[src/rtl/lbq_pkg.sv]
package lbq_pkg;

   typedef enum logic [2:0] {
      HS_LOOK  = 3'd0,
      HS_RET   = 3'd1,
      HS_LDREQ = 3'd2,
      HS_FILL  = 3'd3,
      HS_PFREQ = 3'd4
   } head_st_e;

endpackage

[src/rtl/lbq_fifo.sv]
module lbq_fifo #(
   parameter int DEPTH = 9,
   parameter int WIDTH = 23,
   localparam int PW = (DEPTH > 1) ? $clog2(DEPTH) : 1,
   localparam int CW = $clog2(DEPTH + 1)
) (
   input  logic             clk,
   input  logic             rst_n,
   input  logic             push,
   input  logic [WIDTH-1:0] din,
   input  logic             pop,
   output logic [WIDTH-1:0] dout,
   output logic             empty,
   output logic             full,
   output logic [CW-1:0]    occ
);

   localparam bit POW2 = (DEPTH == (1 << PW));

   logic [WIDTH-1:0] mem [DEPTH];
   logic [PW-1:0]    wr_ptr, rd_ptr, wr_nxt, rd_nxt;
   logic [CW-1:0]    cnt;
   logic             do_push, do_pop;

   assign full    = (cnt == CW'(DEPTH));
   assign empty   = (cnt == '0);
   assign do_push = push && !full;
   assign do_pop  = pop && !empty;
   assign occ     = cnt;
   assign dout    = mem[rd_ptr];

   generate
      if (POW2) begin : g_wrap_natural
         assign wr_nxt = wr_ptr + 1'b1;
         assign rd_nxt = rd_ptr + 1'b1;
      end else begin : g_wrap_compare
         assign wr_nxt = (wr_ptr == PW'(DEPTH - 1)) ? '0 : wr_ptr + 1'b1;
         assign rd_nxt = (rd_ptr == PW'(DEPTH - 1)) ? '0 : rd_ptr + 1'b1;
      end
   endgenerate

   always_ff @(posedge clk) begin
      if (!rst_n) begin
         wr_ptr <= '0;
         rd_ptr <= '0;
         cnt    <= '0;
      end else begin
         if (do_push) wr_ptr <= wr_nxt;
         if (do_pop)  rd_ptr <= rd_nxt;
         if (do_push && !do_pop)      cnt <= cnt + 1'b1;
         else if (do_pop && !do_push) cnt <= cnt - 1'b1;
      end
   end

   always_ff @(posedge clk) begin
      if (do_push) mem[wr_ptr] <= din;
   end

endmodule

[src/rtl/lbq_head_ctl.sv]
module lbq_head_ctl
   import lbq_pkg::*;
#(
   parameter int DATA_W = 32
) (
   input  logic              clk,
   input  logic              rst_n,
   input  logic              head_valid,
   input  logic              head_pf,
   input  logic              head_pfw,
   input  logic              lk_done,
   input  logic              lk_hit,
   input  logic [DATA_W-1:0] lk_data,
   input  logic              mreq_ready,
   input  logic              fill_valid,
   input  logic [DATA_W-1:0] fill_data,
   output logic              lk_valid,
   output logic              mreq_valid,
   output logic              mreq_own,
   output logic              ret_valid,
   output logic              ret_wen,
   output logic [DATA_W-1:0] ret_data,
   output logic              pop
);

   head_st_e          st, st_nxt;
   logic [DATA_W-1:0] hold_q;

   assign lk_valid = (st == HS_LOOK) && head_valid;

   always_comb begin
      st_nxt     = st;
      mreq_valid = 1'b0;
      mreq_own   = 1'b0;
      ret_valid  = 1'b0;
      pop        = 1'b0;
      unique case (st)
         HS_LOOK: begin
            if (lk_valid && lk_done) begin
               if (lk_hit)       st_nxt = HS_RET;
               else if (head_pf) st_nxt = HS_PFREQ;
               else              st_nxt = HS_LDREQ;
            end
         end
         HS_RET: begin
            ret_valid = 1'b1;
            pop       = 1'b1;
            st_nxt    = HS_LOOK;
         end
         HS_LDREQ: begin
            mreq_valid = 1'b1;
            if (mreq_ready) st_nxt = HS_FILL;
         end
         HS_FILL: begin
            if (fill_valid) st_nxt = HS_RET;
         end
         HS_PFREQ: begin
            mreq_valid = 1'b1;
            mreq_own   = head_pfw;
            ret_valid  = mreq_ready;
            pop        = mreq_ready;
            if (mreq_ready) st_nxt = HS_LOOK;
         end
         default: st_nxt = HS_LOOK;
      endcase
   end

   assign ret_wen  = ret_valid && !head_pf;
   assign ret_data = head_pf ? '0 : hold_q;

   always_ff @(posedge clk) begin
      if (!rst_n) begin
         st     <= HS_LOOK;
         hold_q <= '0;
      end else begin
         st <= st_nxt;
         if (lk_valid && lk_done && lk_hit) hold_q <= lk_data;
         else if (st == HS_FILL && fill_valid) hold_q <= fill_data;
      end
   end

endmodule

[src/rtl/lbuf_pf_queue.sv]
module lbuf_pf_queue #(
   parameter int DEPTH  = 9,
   parameter int ADDR_W = 16,
   parameter int DATA_W = 32,
   parameter int TAG_W  = 5
) (
   input  logic              clk,
   input  logic              rst_n,
   input  logic              enq_valid,
   input  logic              enq_is_pf,
   input  logic              enq_pf_write,
   input  logic [ADDR_W-1:0] enq_addr,
   input  logic [TAG_W-1:0]  enq_tag,
   output logic              full,
   output logic              lk_valid,
   output logic [ADDR_W-1:0] lk_addr,
   input  logic              lk_done,
   input  logic              lk_hit,
   input  logic [DATA_W-1:0] lk_data,
   output logic              mreq_valid,
   output logic [ADDR_W-1:0] mreq_addr,
   output logic              mreq_own,
   input  logic              mreq_ready,
   input  logic              fill_valid,
   input  logic [DATA_W-1:0] fill_data,
   output logic              ret_valid,
   output logic              ret_is_pf,
   output logic              ret_wen,
   output logic [TAG_W-1:0]  ret_tag,
   output logic [DATA_W-1:0] ret_data
);

   localparam int ENT_W = 2 + TAG_W + ADDR_W;
   localparam int CW    = $clog2(DEPTH + 1);

   generate
      if (DEPTH < 2) begin : g_bad_depth
         initial $fatal(1, "lbuf_pf_queue: DEPTH must be at least 2");
      end
      if (ADDR_W < 1 || DATA_W < 1 || TAG_W < 1) begin : g_bad_width
         initial $fatal(1, "lbuf_pf_queue: widths must be positive");
      end
   endgenerate

   logic [ENT_W-1:0]  head_ent;
   logic              q_empty, pop;
   logic [CW-1:0]     occ;
   logic              head_pf, head_pfw;
   logic [TAG_W-1:0]  head_tag;
   logic [ADDR_W-1:0] head_addr;

   lbq_fifo #(.DEPTH(DEPTH), .WIDTH(ENT_W)) u_fifo (
      .clk   (clk),
      .rst_n (rst_n),
      .push  (enq_valid),
      .din   ({enq_is_pf, enq_pf_write, enq_tag, enq_addr}),
      .pop   (pop),
      .dout  (head_ent),
      .empty (q_empty),
      .full  (full),
      .occ   (occ)
   );

   assign {head_pf, head_pfw, head_tag, head_addr} = head_ent;

   lbq_head_ctl #(.DATA_W(DATA_W)) u_head (
      .clk        (clk),
      .rst_n      (rst_n),
      .head_valid (!q_empty),
      .head_pf    (head_pf),
      .head_pfw   (head_pfw),
      .lk_done    (lk_done),
      .lk_hit     (lk_hit),
      .lk_data    (lk_data),
      .mreq_ready (mreq_ready),
      .fill_valid (fill_valid),
      .fill_data  (fill_data),
      .lk_valid   (lk_valid),
      .mreq_valid (mreq_valid),
      .mreq_own   (mreq_own),
      .ret_valid  (ret_valid),
      .ret_wen    (ret_wen),
      .ret_data   (ret_data),
      .pop        (pop)
   );

   assign lk_addr   = head_addr;
   assign mreq_addr = head_addr;
   assign ret_is_pf = head_pf;
   assign ret_tag   = head_tag;

endmodule

[config.mk]
export PLATFORM = sky130hd
export DESIGN_NAME = lbuf_pf_queue
export DESIGN_NICKNAME = d
export VERILOG_FILES = /design/src/rtl/lbq_pkg.sv /design/src/rtl/lbq_fifo.sv /design/src/rtl/lbq_head_ctl.sv /design/src/rtl/lbuf_pf_queue.sv
export SDC_FILE = /design/constraint.sdc
export NUM_CORES = 1
export LEC_CHECK = 0
export BUFFER_PORTS_ARGS = -buffer_cell sky130_fd_sc_hd__buf_2
export CAP_MARGIN = 0
export CORE_MARGIN = 1
export CORE_UTILIZATION = 30
export CTS_CLUSTER_SIZE = 12
export DETAILED_ROUTE_END_ITERATION = 16
export GPL_TIMING_DRIVEN = 0
export PLACE_DENSITY = 0.52
export SYNTH_ARGS = -nofsm -noshare
export SYNTH_HDL_FRONTEND = slang
export SYNTH_SLANG_ARGS = --single-unit
[constraint.sdc]
create_clock -name clk -period 5.37 [get_ports clk]
set_input_delay 0.8055 -clock clk [delete_from_list [all_inputs] [get_ports clk]]
set_output_delay 0.8055 -clock clk [all_outputs]
set_load 0.05 [all_outputs]
* After elaboration in Yosys (flattened, before gate mapping) *
Memories as Yosys holds them, arrays and structs flattened. A register that Yosys moved wholly into a read port is not among the register bits.
Cells that the tools add are included.
W data, S select, Z words.

word-level totals
  register bits after elaboration = 47
  memory bits (writable) = 207
  input bits = 94
  output and inout port bits = 76
  logic and storage cells = 62
  memories kept = 1

operators by class
  add/sub/neg operators = 4
  equality and inequality tests = 11
  multiplexer cells = 21
  reduce and logical (&&, ||, !) cells = 20

memories
  memory      words  bits a word  read ports  clocked after Yosys merged registers in  wr ports  RTL line        text
  u_fifo.mem  9      23           1           1                                        1         lbq_fifo.sv:20  logic [WIDTH-1:0] mem [DEPTH];

operators with widths
  cell                   count
  $mux W32               3
  $mux W4                6
  $mux W3                6
  $add A4 B1 Y4 const B  3
  $eq A4 B4 Y1 const B   3
  $pmux W3 S4            1
  $logic_and A1 B1 Y1    9
  $ne A2 B2 Y1 const B   4
  $eq A3 B2 Y1 const B   2
  $logic_not A1 Y1       5
  $logic_not A4 Y1       1
  $mux W1                4
  $reduce_and A4 Y1      1
  $reduce_bool A2 Y1     2
  $sub A4 B1 Y4 const B  1
  $eq A3 B1 Y1 const B   1
  $eq A3 B3 Y1 const B   1
  $logic_not A3 Y1       1
  $pmux W1 S2            1
  $reduce_or A2 Y1       1

* Depth between registers and ports, before layout *
Gate-level depths: netlist of the first run.

  word-level depth = 7
  gate-level depth with buffers = 11
  depth with buffers taken out = 10

* Cells and area by module *
A second synthesis of the first run with hierarchy kept.

second synthesis, totals
  cell total of the unflattened synthesis = 792
  area, all modules = 11169.5 sq um

by module, submodules not included
  module         times used  cells an instance  area an instance (sq um)  seq. area each (sq um)
  lbq_fifo       1           516                8839.7                    6536.3
  lbq_head_ctl   1           259                2205.9                    700.7
  lbuf_pf_queue  1           17                 123.9                     0.0

* Worst setup path before layout of the first run *
No wires, ideal clock.

  path type = reg-to-reg
  start point = register u_fifo.cnt[1], in the netlist u_fifo.occ[1]
  end point = memory u_fifo.mem[0][0], enable pin
  setup time = 0.470 ns
  arrival time = 3.728 ns
  data required time = 4.900 ns
  path slack = 1.173 ns
  stages on the path, launching flop included = 5
  buffers on the path = 1
  period minus slack after synthesis = 4.197 ns
  path through = dfxtp_1 -> and4bb_1 -> nand2b_1 -> buf_2 -> nor4b_1

on the way
  word-level cells in the longest chain between the ends = 5

RTL lines
  what                           RTL line             text
  start: declaration             lbq_fifo.sv:22       logic [CW-1:0] cnt;
  start signal: assignment       lbq_fifo.sv:50       if (do_push && !do_pop) cnt <= cnt + 1'b1;
  start signal: assignment       lbq_fifo.sv:51       else if (do_pop && !do_push) cnt <= cnt - 1'b1;
  $eq A4 B4 Y1                   lbq_fifo.sv:25       assign full = (cnt == CW'(DEPTH));
  net full                       lbuf_pf_queue.sv:14  output logic full,
  $logic_not A1 Y1               lbq_fifo.sv:27       assign do_push = push && !full;
  $logic_and A1 B1 Y1            lbq_fifo.sv:27
  $mux W1                        lbq_fifo.sv:56       if (do_push) mem[wr_ptr] <= din;
  $mux W1 (implied by the code)  lbq_fifo.sv:56
  end: declaration               lbq_fifo.sv:20

The timed path passes the listed nets, and every way through them passes these cells.

==> results.md, run 1 <==
STA:
- At the pin with the least slew margin, the transition time is 1370 ps.
- In the finished design, the share of the clock period the worst path needs comes to 0.762.
- Setup repair after global routing left no endpoint under its margin.
- Based on the critical path, the design can be clocked at up to 0.244 GHz.
- The final number of max-transition violations is 0.
- Setup violations remaining at the end of the flow were counted as 0.
- The final clock skew is 13.7 ps.
- Headroom to the max-slew limit came out at 0.0875.
- Once routing completed, OpenROAD measured the worst setup slack at 1280 ps.
- The smallest clock period supported by the final layout is computed as 4090 ps.
- For the final routed database, the setup TNS stands at 0 ps.
- The final hold violation count was 0.

Cells and area:
- The share of the core filled with cells in the final layout is 0.377.
- The layout has 3420 filler cells.
- The total number of nets in the final design is 1002.
- Compared with the post-synthesis result, the final layout area differs by 22.5%.
- Of the cells placed in the final design, the portion with a size suffix greater than 1 is 0.422.
- The final cell count without fillers is 1380.

Pwr:
- The analysis attributes to cell leakage a power of 4.70 nW.
- The internal power of the cells totals 3.84 mW.
- In this run the power spent charging and discharging nets is 1.75 mW.
- The total power density per cell area is 413 mW/mm^2.
- Of the total power, registers draw 0.419.
- The clock network power share is 0.327.
- Of the total power, the share spent switching nets is 0.313.
- VDD sags by at most 222 uV.
- The fraction of power consumed by combinational cells is 0.254.

Die:
- The total area inside the core boundary comes to 0.0359 sq mm.
- The horizontal die dimension is 194 microns.
- Pin placement for this block handled 170 I/O pins.
- The floorplan row count is 69.
- For this configuration, the core starts out at a cell density of 0.308.
- The vertical extent of the die is 194 microns.
- The floorplan step defined a die boundary enclosing 0.0376 sq mm.

Setup path:
- Among the stages of the critical path, the cell type that occurs most often is sky130_fd_sc_hd__buf_2.
- The endpoint arrival time on the critical path is 3290 ps.
- The sort of element at the end of the critical path is an output pin.
- The sum of buffers and inverters on the critical path is 4.
- The stage delay of the slowest cell on the critical path is 660 ps.
- Data on the critical path is required at its endpoint by 4560 ps.
- The worst register-to-register path has a depth of 5.
- The kind of critical path is flip-flop to output pin.
- In this run the number of cells on the critical path is 7.
- For this design, the slowest cell found on the critical path is sky130_fd_sc_hd__o21ai_0.
- The signal on the critical path passes through buf_2 > buf_1 > mux4_2 > mux2i_1 > o21ai_0 > buf_4 > buf_2.
- The kind of cell with the highest combined delay along the critical path is buffers and inverters.
- Of all nets on the critical path, the largest fanout is 10.
- The worst setup path is launched from a flip-flop.

Place:
- The HPWL after detailed placement is 17100 microns.
- The weighted congestion reported at the end of routability-driven placement is 0.742.
- Port buffering added 168 buffers.
- At the placement stage, the worst setup path has a slack of 1800 ps.
- The number of placed cells counting well taps is 1328.

Synth:
- The proportion of register bits with asynchronous set or reset after synthesis is 0.
- The average size of a mapped cell is 16.3 sq um.
- The cell accounting for the most synthesized area is sky130_fd_sc_hd__edfxtp_1.
- The number of flops mapped to enable cells by yosys is 207.
- In this run the cell area of the synthesized design comes to 0.0111 sq mm.
- For this run, the register share of the synthesized area comes to 0.655.
- The count of unique library cells instantiated by Yosys is 50.
- Among all flip-flop cells after synthesis, the most frequent one is sky130_fd_sc_hd__edfxtp_1.
- The Yosys step of the flow raised 0 warnings.
- The synthesized netlist net count is 784.
- Counting flops and latches in the post-synthesis netlist gives 258.
- The library cell with the highest instance count after synthesis is sky130_fd_sc_hd__edfxtp_1.
- Sorting the synthesized cells by how often they occur yields sky130_fd_sc_hd__edfxtp_1 (207), sky130_fd_sc_hd__nand2_1 (65), sky130_fd_sc_hd__dfxtp_1 (51), sky130_fd_sc_hd__mux4_2 (45), sky130_fd_sc_hd__and2_1 (40).
- The share of synthesized area in the top cell type comes to 0.562.
- Yosys attributes the largest share of cell area to sky130_fd_sc_hd__edfxtp_1 (56%), sky130_fd_sc_hd__dfxtp_1 (9.2%), sky130_fd_sc_hd__mux4_2 (9.2%).
- The number of instances in the synthesized netlist is 680.

Global routing:
- The first global-routing pass estimated 38300 microns of wire.
- The via count of the first global-routing pass is 6360.
- Entering global routing, the biggest net connects 24 pins.
- The number of antenna violations at the first check in global routing is 2.
- The global-route usage over all layers is 0.132.
- The total congestion overflow after global routing is 0.

Clock tree:
- The clock reaches the later pin of the worst-skew pair after 550 ps.
- The number of buffers inserted to repair setup after CTS is 0.
- Counting along the longest clock path gives a buffer depth of 3.
- The total of hold buffers inserted after clock tree synthesis is 0.
- TritonCTS built the clock tree.
- The clock sink count is 258.
- The deepest level of the CTS H-tree is 1.
- The post-cts repair resize count is 0.
- The CTS buffer count is 29.
- The clock edge transition at the registers on the reported setup and hold paths is 60 ps.
- The clock tree root buffer cell is sky130_fd_sc_hd__clkbuf_16.

Drt:
- The detail-routed net length per standard cell is 18.1 microns.
- For this block, the initial DRC count from the detailed router was 273.
- The first TritonRoute pass finished after 4 iterations.
- For this block, the routed nets add up to 24900 microns of wire.
- The routed layout has 6340 vias.
- Once detail routing completed, the nets flagged for antenna violations numbered 0.
- The ratio of routed vias to standard cells is 4.59.
- The detailed-route DRC error count is 0.

Status:
- The flow ran to the end, and the final reports show no timing, DRC or antenna violations.

Min path:
- The cell depth of the worst min-delay path is 2.
- The worst min-delay path class is flip-flop to flip-flop.

Flow run:
- The max-capacitance violation count is 0.
layout make-up:
type,count,area [sq um],area share
flip-flops and latches,258,7240,0.535
multi-input cells,353,3420,0.253
repair buffers,187,998,0.0738
clock buffers,37,756,0.0558
well taps,461,577,0.0426
plain buffers,59,390,0.0288
clock inverters,13,113,0.00832
inverters,10,37.5,0.00277
diodes,2,5.00,0.000370
power groups by stage:
| stage | clock network [mW] | logic [mW] | registers, mW |
|---|---|---|---|
| 6_report | 1.82 | 1.42 | 2.34 |
| 5_1_grt | 1.94 | 1.53 | 2.36 |
| 4_1_cts | 1.88 | 1.45 | 2.34 |
| 3_5_place_dp | 0 | 1.45 | 2.38 |
| 3_3_place_gp | 0 | 1.42 | 2.39 |
| 2_1_floorplan | 0 | 1.10 | 2.37 |
worst paths after layout:
path                           from  slack [ps]                end
setup / recovery          flip-flop        1280       mreq_addr[3]
hold / removal    u_head.hold_q[15]         460  u_head.hold_q[15]
setup reg to reg      u_fifo.occ[1]        2410   u_fifo.mem[7][4]
hold reg to reg   u_head.hold_q[15]         460  u_head.hold_q[15]
per-layer routing:
layer  vias up  wire length, microns  GRT usage
met5         -                     0          0
met4         0                   578     0.0406
met3        36                   904     0.0205
met2       135                 12200      0.221
met1      3136                 11300      0.176
li1       3033                     -          -
cells in the final DEF, fill, tap and decap left out, drive strengths merged, types with 9 or more instances in the layout:
master | netlist | routed
and2 | 40 | 40
edfxtp | 207 | 207
mux2i | 32 | 32
clkbuf | 15 | 52
nand2 | 65 | 65
o21ai | 26 | 26
inv | 10 | 13
mux4 | 45 | 45
a21boi | 36 | 36
a22oi | 32 | 32
dfxtp | 51 | 51
buf | 44 | 231
ha | 9 | 9
through the flow:
step,cell area (sq um),power (mW),hold slack [ps]
2_1_floorplan,11100,3.47,439
3_3_place_gp,12500,3.81,447
3_5_place_dp,12700,3.83,452
4_1_cts,13500,5.67,460
5_1_grt,13500,5.83,472
6_report,13500,5.59,458
tightest hold or removal path: stages, from the launching register on:
cell,delay [ps]
sky130_fd_sc_hd__dfxtp_1,300
sky130_fd_sc_hd__nand2_1,60
sky130_fd_sc_hd__a21boi_2,50
state kept, by name (all words and copies together), names as in the netlist, named ones only:
register	count
u_fifo.mem	207
u_fifo.occ	4
u_fifo.rd_ptr	4
u_fifo.wr_ptr	4
u_head.hold_q	32
u_head.st	3
cell families after synthesis:
group / synth area share
and+or+nand+nor: 0.0722
DFF: 0.655
adders and majority gates: 0.0120
xor gates and xnor gates: 0.00238
buffers and inverters: 0.0387
AOI/OAI and AO/OA: 0.0992
muxes: 0.121
No activity file was read; power rests on OpenSTA's default activity.
==> run 2, diff against run 1 <==
Settings changed: ABC_AREA from default to 1.
Clock period 5.37 ns to 4.2 ns, I/O delays scaled along.
==> results.md, run 2 <==
STA:
- Timing would allow up to 0.297 GHz.
- The max-slew headroom at the worst pin is 0.431 (+0.343).
- The final hold violation count is 0 (unchanged).
- In the finished design, the share of the clock period the worst path needs comes to 0.802.
- The number of endpoints failing setup at the final stage came to 0 (unchanged).
- The tightest hold margin is 355 ps (-103 ps).
- The final number of max-transition violations came to 0 (unchanged).
- The transition time of the tightest slew-check pin came to 853 ps (-515 ps).
- Setup repair after global routing left no endpoint under its margin.
- The final clock skew was 12.3 ps (-1.39 ps).
- The final critical path time including I/O delays and setup is 3370 ps.

Die:
- The floorplan row count is 70 (+1.4%).
- The effective utilization at floorplan is 0.305 (-0.00314).
- The I/O pin count is 170 (unchanged).
- The horizontal die dimension came to 195 microns (+0.32%).
- The vertical extent of the die is 195 microns (+0.32%).
- The die outline area was 0.0379 sq mm (+0.65%).
- The area of the core is 0.0365 sq mm (+1.7%).

Clock tree:
- The total of hold buffers inserted after clock tree synthesis is 0 (unchanged).
- The clock latency of the later-clocked register in the worst-skew pair came to 560 ps (about the same).
- The clock sink count is 258 (unchanged).
- The clock tree from TritonCTS is built.
- The number of buffers inserted to repair setup after CTS was 0 (unchanged).
- The number of buffers on the longest clock path came to 3 (unchanged).
- The CTS buffer count is 29 (unchanged).
- The tree is rooted in a sky130_fd_sc_hd__clkbuf_16.
- The clock edge transition at the registers on the reported setup and hold paths is 60 ps (about the same).
- The deepest level of the CTS H-tree is 1 (unchanged).
- The post-cts repair resize count is 0 (unchanged).

Setup path:
- The endpoint arrival time on the critical path is 2740 ps (-550 ps).
- The sort of element at the end of the critical path is an output pin.
- The reg2reg setup slack is 1810 ps (-600 ps).
- The required time reported for the critical path endpoint is 3570 ps (-990 ps).
- The biggest fanout along the worst timing path was 10 (unchanged).
- The launching point of the worst reg2reg path is u_head.st[1].
- STA classifies the critical path startpoint as a flip-flop.
- The kind of critical path is flip-flop to output pin.

Global routing:
- The maximum number of pins on one net before global-route repair is 19 (-21%).
- The via count of the first global-routing pass came to 8251 (+30%).
- The total congestion overflow after global routing is 0 (unchanged).
- The wire length of the first global-routing pass came to 48300 microns (+26%).
- The number of antenna violations at the first check in global routing is 0 (-2).
- The global-route usage over all layers is 0.166 (+0.0338).

Cells and area:
- The total number of nets in the final design is 1376 (+37%).
- In the final layout, the registers with the most flip-flops are u_fifo.mem (207), u_head.hold_q (32).
- The summed area of non-filler cells in the final layout came to 0.0138 sq mm (+2.1%).
- The library cell used most frequently in the layout, excluding fill and tap cells, is sky130_fd_sc_hd__edfxtp_1.
- In the layout the commonest cells are sky130_fd_sc_hd__edfxtp_1 (207), sky130_fd_sc_hd__buf_2 (184), sky130_fd_sc_hd__nand2_1 (150).
- The register with the most flip-flops in the final layout is u_fifo.mem.
- The flip-flop count of the largest register after layout is 207 (unchanged).
- The fraction of layout cells with a size suffix above 1 is 0.230 (-0.192).
- The number of diodes added for antenna fixing was 0 (-2).
- The area growth from synthesis to layout is 24.2%.

Synth:
- The cell area after synthesis was 0.0111 sq mm (+0.66%).
- Ranked by instance count, the synthesized netlist is headed by sky130_fd_sc_hd__edfxtp_1 (207), sky130_fd_sc_hd__nand2_1 (150), sky130_fd_sc_hd__nor2_1 (138), sky130_fd_sc_hd__inv_1 (101), sky130_fd_sc_hd__nand3_1 (95).
- By area the synthesized netlist is led by sky130_fd_sc_hd__edfxtp_1 (56%), sky130_fd_sc_hd__dfxtp_1 (9.2%), sky130_fd_sc_hd__nand2_1 (5.1%).
- The share of synthesized area occupied by flip-flops and latches is 0.651 (-0.00427).
- The proportion of register bits with asynchronous set or reset after synthesis is 0 (unchanged).
- The flop and latch count out of synthesis is 258 (unchanged).
- The total number of yosys warnings is 0 (unchanged).
- The average size of a mapped cell is 10.5 sq um (-35%).
- The count of unique library cells instantiated by Yosys is 30 (-40%).
- The area share of the largest cell type after synthesis is 0.559 (-0.00367).
- The leading register cell type out of synthesis is sky130_fd_sc_hd__edfxtp_1.
- sky130_fd_sc_hd__edfxtp_1 takes more of the synthesized area than any other cell.
- The synthesized netlist net count is 1159 (+48%).
- The number of flops mapped to enable cells by yosys came to 207 (unchanged).
- Yosys instantiated no cell more often than sky130_fd_sc_hd__edfxtp_1.
- The number of instances in the synthesized netlist is 1055 (+55%).

Status:
- The run finished with clean final reports.

Place:
- The post-detailed-placement cell area is 0.0129 sq mm (+1.7%).
- The port buffer count is 166 (-1.2%).
- The weighted congestion reported at the end of routability-driven placement is 0.813 (+9.6%).
- The sum of net half-perimeters after detailed placement is 21500 microns (+26%).

Min path:
- The min-delay analysis places its worst path in the category primary input to flip-flop.
- The startpoint identified for the worst hold timing path is enq_addr[5].

Pwr:
- The peak supply drop is 287 uV (+29%).
- The clock network power share is 0.279 (-0.048).
- The switching fraction of total power is 0.406 (+0.0922).
- The fraction of power consumed by combinational cells is 0.390 (+0.136).
- The cell leakage power was 5.51 nW (+17%).
- The total power density per cell area was 661 mW/mm^2 (+60%).
- The internal power came to 5.43 mW (+41%).
- The sequential group share of total power was 0.331 (-0.088).
- The net switching power is 3.70 mW (+110%).
- The overall power was 9.13 mW (+63%).

Flow run:
- The max-capacitance violation count was 0 (unchanged).

Drt:
- The vias after detailed routing is 8534 (+35%).
- The number of DRC markers after the initial detailed-route iteration is 642 (+140%).
- The number of search-and-repair iterations in the first detailed-routing pass is 5 (+1).
- The wire length after detailed routing is 31600 microns (+27%).
- The remaining number of nets flagged by the antenna check after routing is 0 (unchanged).
- The detail-routed net length per standard cell is 17.9 microns (-0.68%).
- The ratio of routed vias to standard cells came to 4.84 (+5.4%).
- The detailed-route DRC error count is 0 (unchanged).
==> run 2: cell count changes after synthesis, moves of 32 or more <==
cell	previous run	this run
sky130_fd_sc_hd__and2_1	40	0
sky130_fd_sc_hd__o221ai_1	0	34
sky130_fd_sc_hd__nor2_1	8	138
sky130_fd_sc_hd__mux2i_1	32	0
sky130_fd_sc_hd__o21ai_0	26	84
sky130_fd_sc_hd__nand2_1	65	150
sky130_fd_sc_hd__nand3_1	5	95
sky130_fd_sc_hd__inv_1	10	101
sky130_fd_sc_hd__mux4_2	45	0
sky130_fd_sc_hd__nand4_1	0	34
==> run 2: power by group through the flow <==
stage | Clock, mW | Sequential (mW) | Combinational (mW)
after floorplan | 0 | 3.06 | 2.61
after global placement | 0 | 3.08 | 3.52
after detailed placement | 0 | 3.07 | 3.58
after CTS | 2.59 | 3.02 | 3.59
after global routing | 2.70 | 3.04 | 3.84
final | 2.55 | 3.02 | 3.56
==> run 2: routing by layer <==
| metal | track usage | wire length (microns) |
|---|---|---|
| met1 | 0.226 | 14500 |
| met2 | 0.273 | 15000 |
| met3 | 0.0231 | 1510 |
| met4 | 0.0467 | 714 |
| met5 | 0 | 0 |
==> run 2: cell type report <==
| class | instances | area [sq um] |
|---|---|---|
| Clock buffer | 37 | 756 |
| Inverter | 109 | 409 |
| Multi-Input combinational cell | 606 | 3050 |
| Clock inverter | 17 | 193 |
| Fill cell | 3589 | 22700 |
| Sequential cell | 258 | 7240 |
| Buffer | 82 | 477 |
| Timing Repair Buffer | 186 | 1100 |
| Tap cell | 468 | 586 |
==> run 2: worst paths after layout <==
kind / depth (start not counted) / end
min reg2reg: 2 / u_fifo.wr_ptr[2]
max: 8 / mreq_addr[4]
max reg2reg: 16 / u_fifo.occ[3]
min: 1 / u_fifo.mem[7][5]
==> run 2: per-stage QoR <==
step	setup TNS [ps]	util	worst slack, ps	std cells
final	0	0.378	833	1763
after global placement	-97220	0.343	-965	1689
after detailed placement	0	0.352	1410	1709
after CTS	0	0.378	779	1763
after floorplan	0	-	1310	1055
after global routing	0	0.378	682	1763
==> run 2: worst max-delay path: stages (launching register included) <==
cell,delay (ps)
sky130_fd_sc_hd__dfxtp_1,330
sky130_fd_sc_hd__buf_2,260
sky130_fd_sc_hd__clkbuf_1,530
sky130_fd_sc_hd__o21ai_0,190
sky130_fd_sc_hd__o221ai_1,260
sky130_fd_sc_hd__nand3_1,110
sky130_fd_sc_hd__nand2_1,150
sky130_fd_sc_hd__buf_4,120
sky130_fd_sc_hd__buf_2,240
==> run 2: kinds of logic after synthesis <==
kind of cell	share of synthesized area
simple gates	0.169
flops	0.651
buf+inv	0.0796
compound gates	0.0875
fa+ha+maj	0.0119
xor+xnor	0.00157
==> run 3, diff against run 2 <==
Settings changed: ABC_AREA 1 to 0.
Clock period 4.2 ns to 3.5 ns, I/O delays scaled along.
==> results.md, run 3 (synthesized netlist as in run 1, its figures left out) <==
Status:
- The run finished with clean final reports.

Clock tree:
- The post-cts repair resize count is 4 (+4).
- The clock sink count is 258 (unchanged).
- The deepest level of the CTS H-tree is 1 (unchanged).
- TritonCTS built the clock tree.
- The total of hold buffers inserted after clock tree synthesis is 0 (unchanged).
- The number of buffers inserted to repair setup after CTS is 0 (unchanged).
- The CTS buffer count is 29 (unchanged).
- The number of buffers on the longest clock path was 3 (unchanged).
- The clock latency of the later-clocked register in the worst-skew pair was 550 ps (about the same).
- The root buffer cell chosen for the clock tree is sky130_fd_sc_hd__clkbuf_16.
- The clock edge transition at the registers on the reported setup and hold paths is 60 ps (about the same).

STA:
- The number of endpoints failing setup at the final stage is 0 (unchanged).
- Of the available clock period, the critical path in the final layout requires 0.943.
- The transition time of the tightest slew-check pin is 1370 ps (+519 ps).
- The final hold violation count is 0 (unchanged).
- The final clock skew is 13.4 ps (+1.04 ps).
- The final-layout setup total negative slack is 0 ps (unchanged).
- The highest attainable clock frequency is 0.303 GHz.
- The final critical path time including I/O delays and setup is 3300 ps.
- Setup repair after global routing left no endpoint under its margin.
- The tightest hold margin is 247 ps (-108 ps).
- The final number of max-transition violations came to 0 (unchanged).
- The max-slew headroom at the worst pin is 0.0852 (-0.346).

Setup path:
- The biggest fanout along the worst timing path is 10 (unchanged).
- By startpoint and endpoint, the worst setup path is classified as flip-flop to output pin.
- STA classifies the critical path startpoint as a flip-flop.
- The worst-case reg-to-reg path depth is 5 (-11).
- The required time reported for the critical path endpoint is 2970 ps (-600 ps).
- The endpoint arrival time on the critical path is 2780 ps (+40 ps).
- STA classifies the critical path endpoint as an output pin.

Die:
- The effective utilization at floorplan is 0.308 (+0.00314).
- The vertical extent of the die is 194 microns (-0.32%).
- The area of the core is 0.0359 sq mm (-1.7%).
- The I/O pin count came to 170 (unchanged).
- The floorplan row count is 69 (-1.4%).
- The horizontal die dimension was 194 microns (-0.32%).
- The die outline area is 0.0376 sq mm (-0.65%).

Pwr:
- The total power density per cell area is 633 mW/mm^2 (-4.2%).
- The cell leakage power is 4.72 nW (-14%).
- The internal power is 5.88 mW (+8.5%).
- The fraction of power consumed by combinational cells is 0.254 (-0.136).
- The peak supply drop is 341 uV (+19%).
- The clock network power share is 0.326 (+0.047).
- The net switching power was 2.68 mW (-27%).
- The sequential group share of total power is 0.419 (+0.088).
- The switching fraction of total power is 0.313 (-0.0923).

Global routing:
- The via count of the first global-routing pass came to 6360 (-23%).
- The maximum number of pins on one net before global-route repair was 24 (+5).
- The total congestion overflow after global routing is 0 (unchanged).
- The wire length of the first global-routing pass is 38300 microns (-21%).
- The global-route usage over all layers is 0.132 (-0.0338).
- The number of antenna violations at the first check in global routing came to 2 (+2).

Flow run:
- The max-capacitance violation count is 0 (unchanged).

Place:
- The sum of net half-perimeters after detailed placement is 17100 microns (-21%).
- The number of placed cells counting well taps came to 1328 (-22%).
- The port buffer count is 168 (+1.2%).
- The weighted congestion reported at the end of routability-driven placement came to 0.742 (-8.8%).
- The post-detailed-placement cell area is 0.0127 sq mm (-1.6%).

Drt:
- The vias after detailed routing came to 6341 (-26%).
- The ratio of routed vias to standard cells is 4.59 (-5.1%).
- The number of search-and-repair iterations in the first detailed-routing pass is 4 (-1).
- The detailed-route DRC error count is 0 (unchanged).
- The wire length after detailed routing is 25000 microns (-21%).
- The number of DRC markers after the initial detailed-route iteration is 269 (-58%).
- The remaining number of nets flagged by the antenna check after routing came to 0 (unchanged).
- The detail-routed net length per standard cell is 18.1 microns (+0.77%).

Cells and area:
- The top register by number of flip-flops is u_fifo.mem.
- In the final layout, the registers with the most flip-flops are u_fifo.mem (207), u_head.hold_q (32).
- The flip-flop count of the largest register after layout is 207 (unchanged).
- The fraction of layout cells with a size suffix above 1 is 0.427 (+0.197).
- The number of fillers in the final layout is 3420 (-4.7%).
- Leaving out fill and tap cells, the most frequent cell in the layout is sky130_fd_sc_hd__edfxtp_1.
- The total number of nets in the final design is 1002 (-27%).
- The summed area of non-filler cells in the final layout is 0.0135 sq mm (-2.0%).
- In the layout the commonest cells are sky130_fd_sc_hd__edfxtp_1 (207), sky130_fd_sc_hd__buf_2 (180), sky130_fd_sc_hd__nand2_1 (65).
- The final cell count without fillers was 1380 (-22%).
- The area growth from synthesis to layout is 22.5%.

Min path:
- The cell depth of the worst min-delay path is 3 (+2).
- The worst min-delay path class is primary input to flip-flop.
[run 3: changes by cell type in the layout (fill, tap and decap cells not counted), moves of 37 or more]
cell | previous run | this run
sky130_fd_sc_hd__inv_1 | 101 | 10
sky130_fd_sc_hd__nand2_1 | 150 | 65
sky130_fd_sc_hd__mux4_2 | 0 | 45
sky130_fd_sc_hd__nor2_1 | 135 | 8
sky130_fd_sc_hd__o21ai_0 | 84 | 25
sky130_fd_sc_hd__and2_1 | 0 | 37
sky130_fd_sc_hd__nand3_1 | 95 | 5
[run 3: power groups by stage]
stage	clock network (mW)	registers [mW]	logic, mW
after global routing	2.97	3.62	2.35
after CTS	2.88	3.59	2.22
after detailed placement	0	3.66	2.22
after global placement	0	3.66	2.18
final	2.80	3.59	2.18
after floorplan	0	3.64	1.68
[run 3: through the flow]
step	util	worst slack [ps]	power, mW
2_1_floorplan	-	-697	5.32
3_3_place_gp	0.347	-3690	5.84
3_5_place_dp	0.352	212	5.87
4_1_cts	0.377	68.3	8.70
5_1_grt	0.377	5.32	8.94
6_report	0.377	200	8.57
[run 3: final timing paths]
check	slack [ps]	endpoint	startpoint
min	250	u_head.hold_q[24]	lk_data[24]
min reg2reg	460	u_head.hold_q[15]	u_head.hold_q[15]
max reg2reg	540	u_fifo.mem[7][4]	u_fifo.occ[1]
max	200	mreq_addr[3]	flip-flop
[run 3: layout make-up]
| cell class | instances | area [sq um] | area share |
|---|---|---|---|
| diodes | 2 | 5.00 | 0.000370 |
| repair buffers | 187 | 998 | 0.0737 |
| plain buffers | 59 | 397 | 0.0293 |
| clock buffers | 37 | 756 | 0.0558 |
| clock inverters | 13 | 113 | 0.00832 |
| flip-flops and latches | 258 | 7240 | 0.534 |
| multi-input cells | 353 | 3420 | 0.253 |
| inverters | 10 | 37.5 | 0.00277 |
| well taps | 461 | 577 | 0.0426 |
[run 3: worst max-delay path, stage by stage, from the launching register on]
cell and delay, ps:
sky130_fd_sc_hd__dfxtp_1 310, sky130_fd_sc_hd__clkbuf_1 420, sky130_fd_sc_hd__buf_2 460, sky130_fd_sc_hd__mux2i_1 130, sky130_fd_sc_hd__o21ai_1 450, sky130_fd_sc_hd__buf_4 190, sky130_fd_sc_hd__buf_2 250
[run 3: layer usage]
| metal | track usage | wire (microns) | vias up |
|---|---|---|---|
| li1 | - | - | 3033 |
| met1 | 0.176 | 11300 | 3134 |
| met2 | 0.221 | 12200 | 138 |
| met3 | 0.0205 | 896 | 36 |
| met4 | 0.0406 | 578 | 0 |
| met5 | 0 | 0 | - |
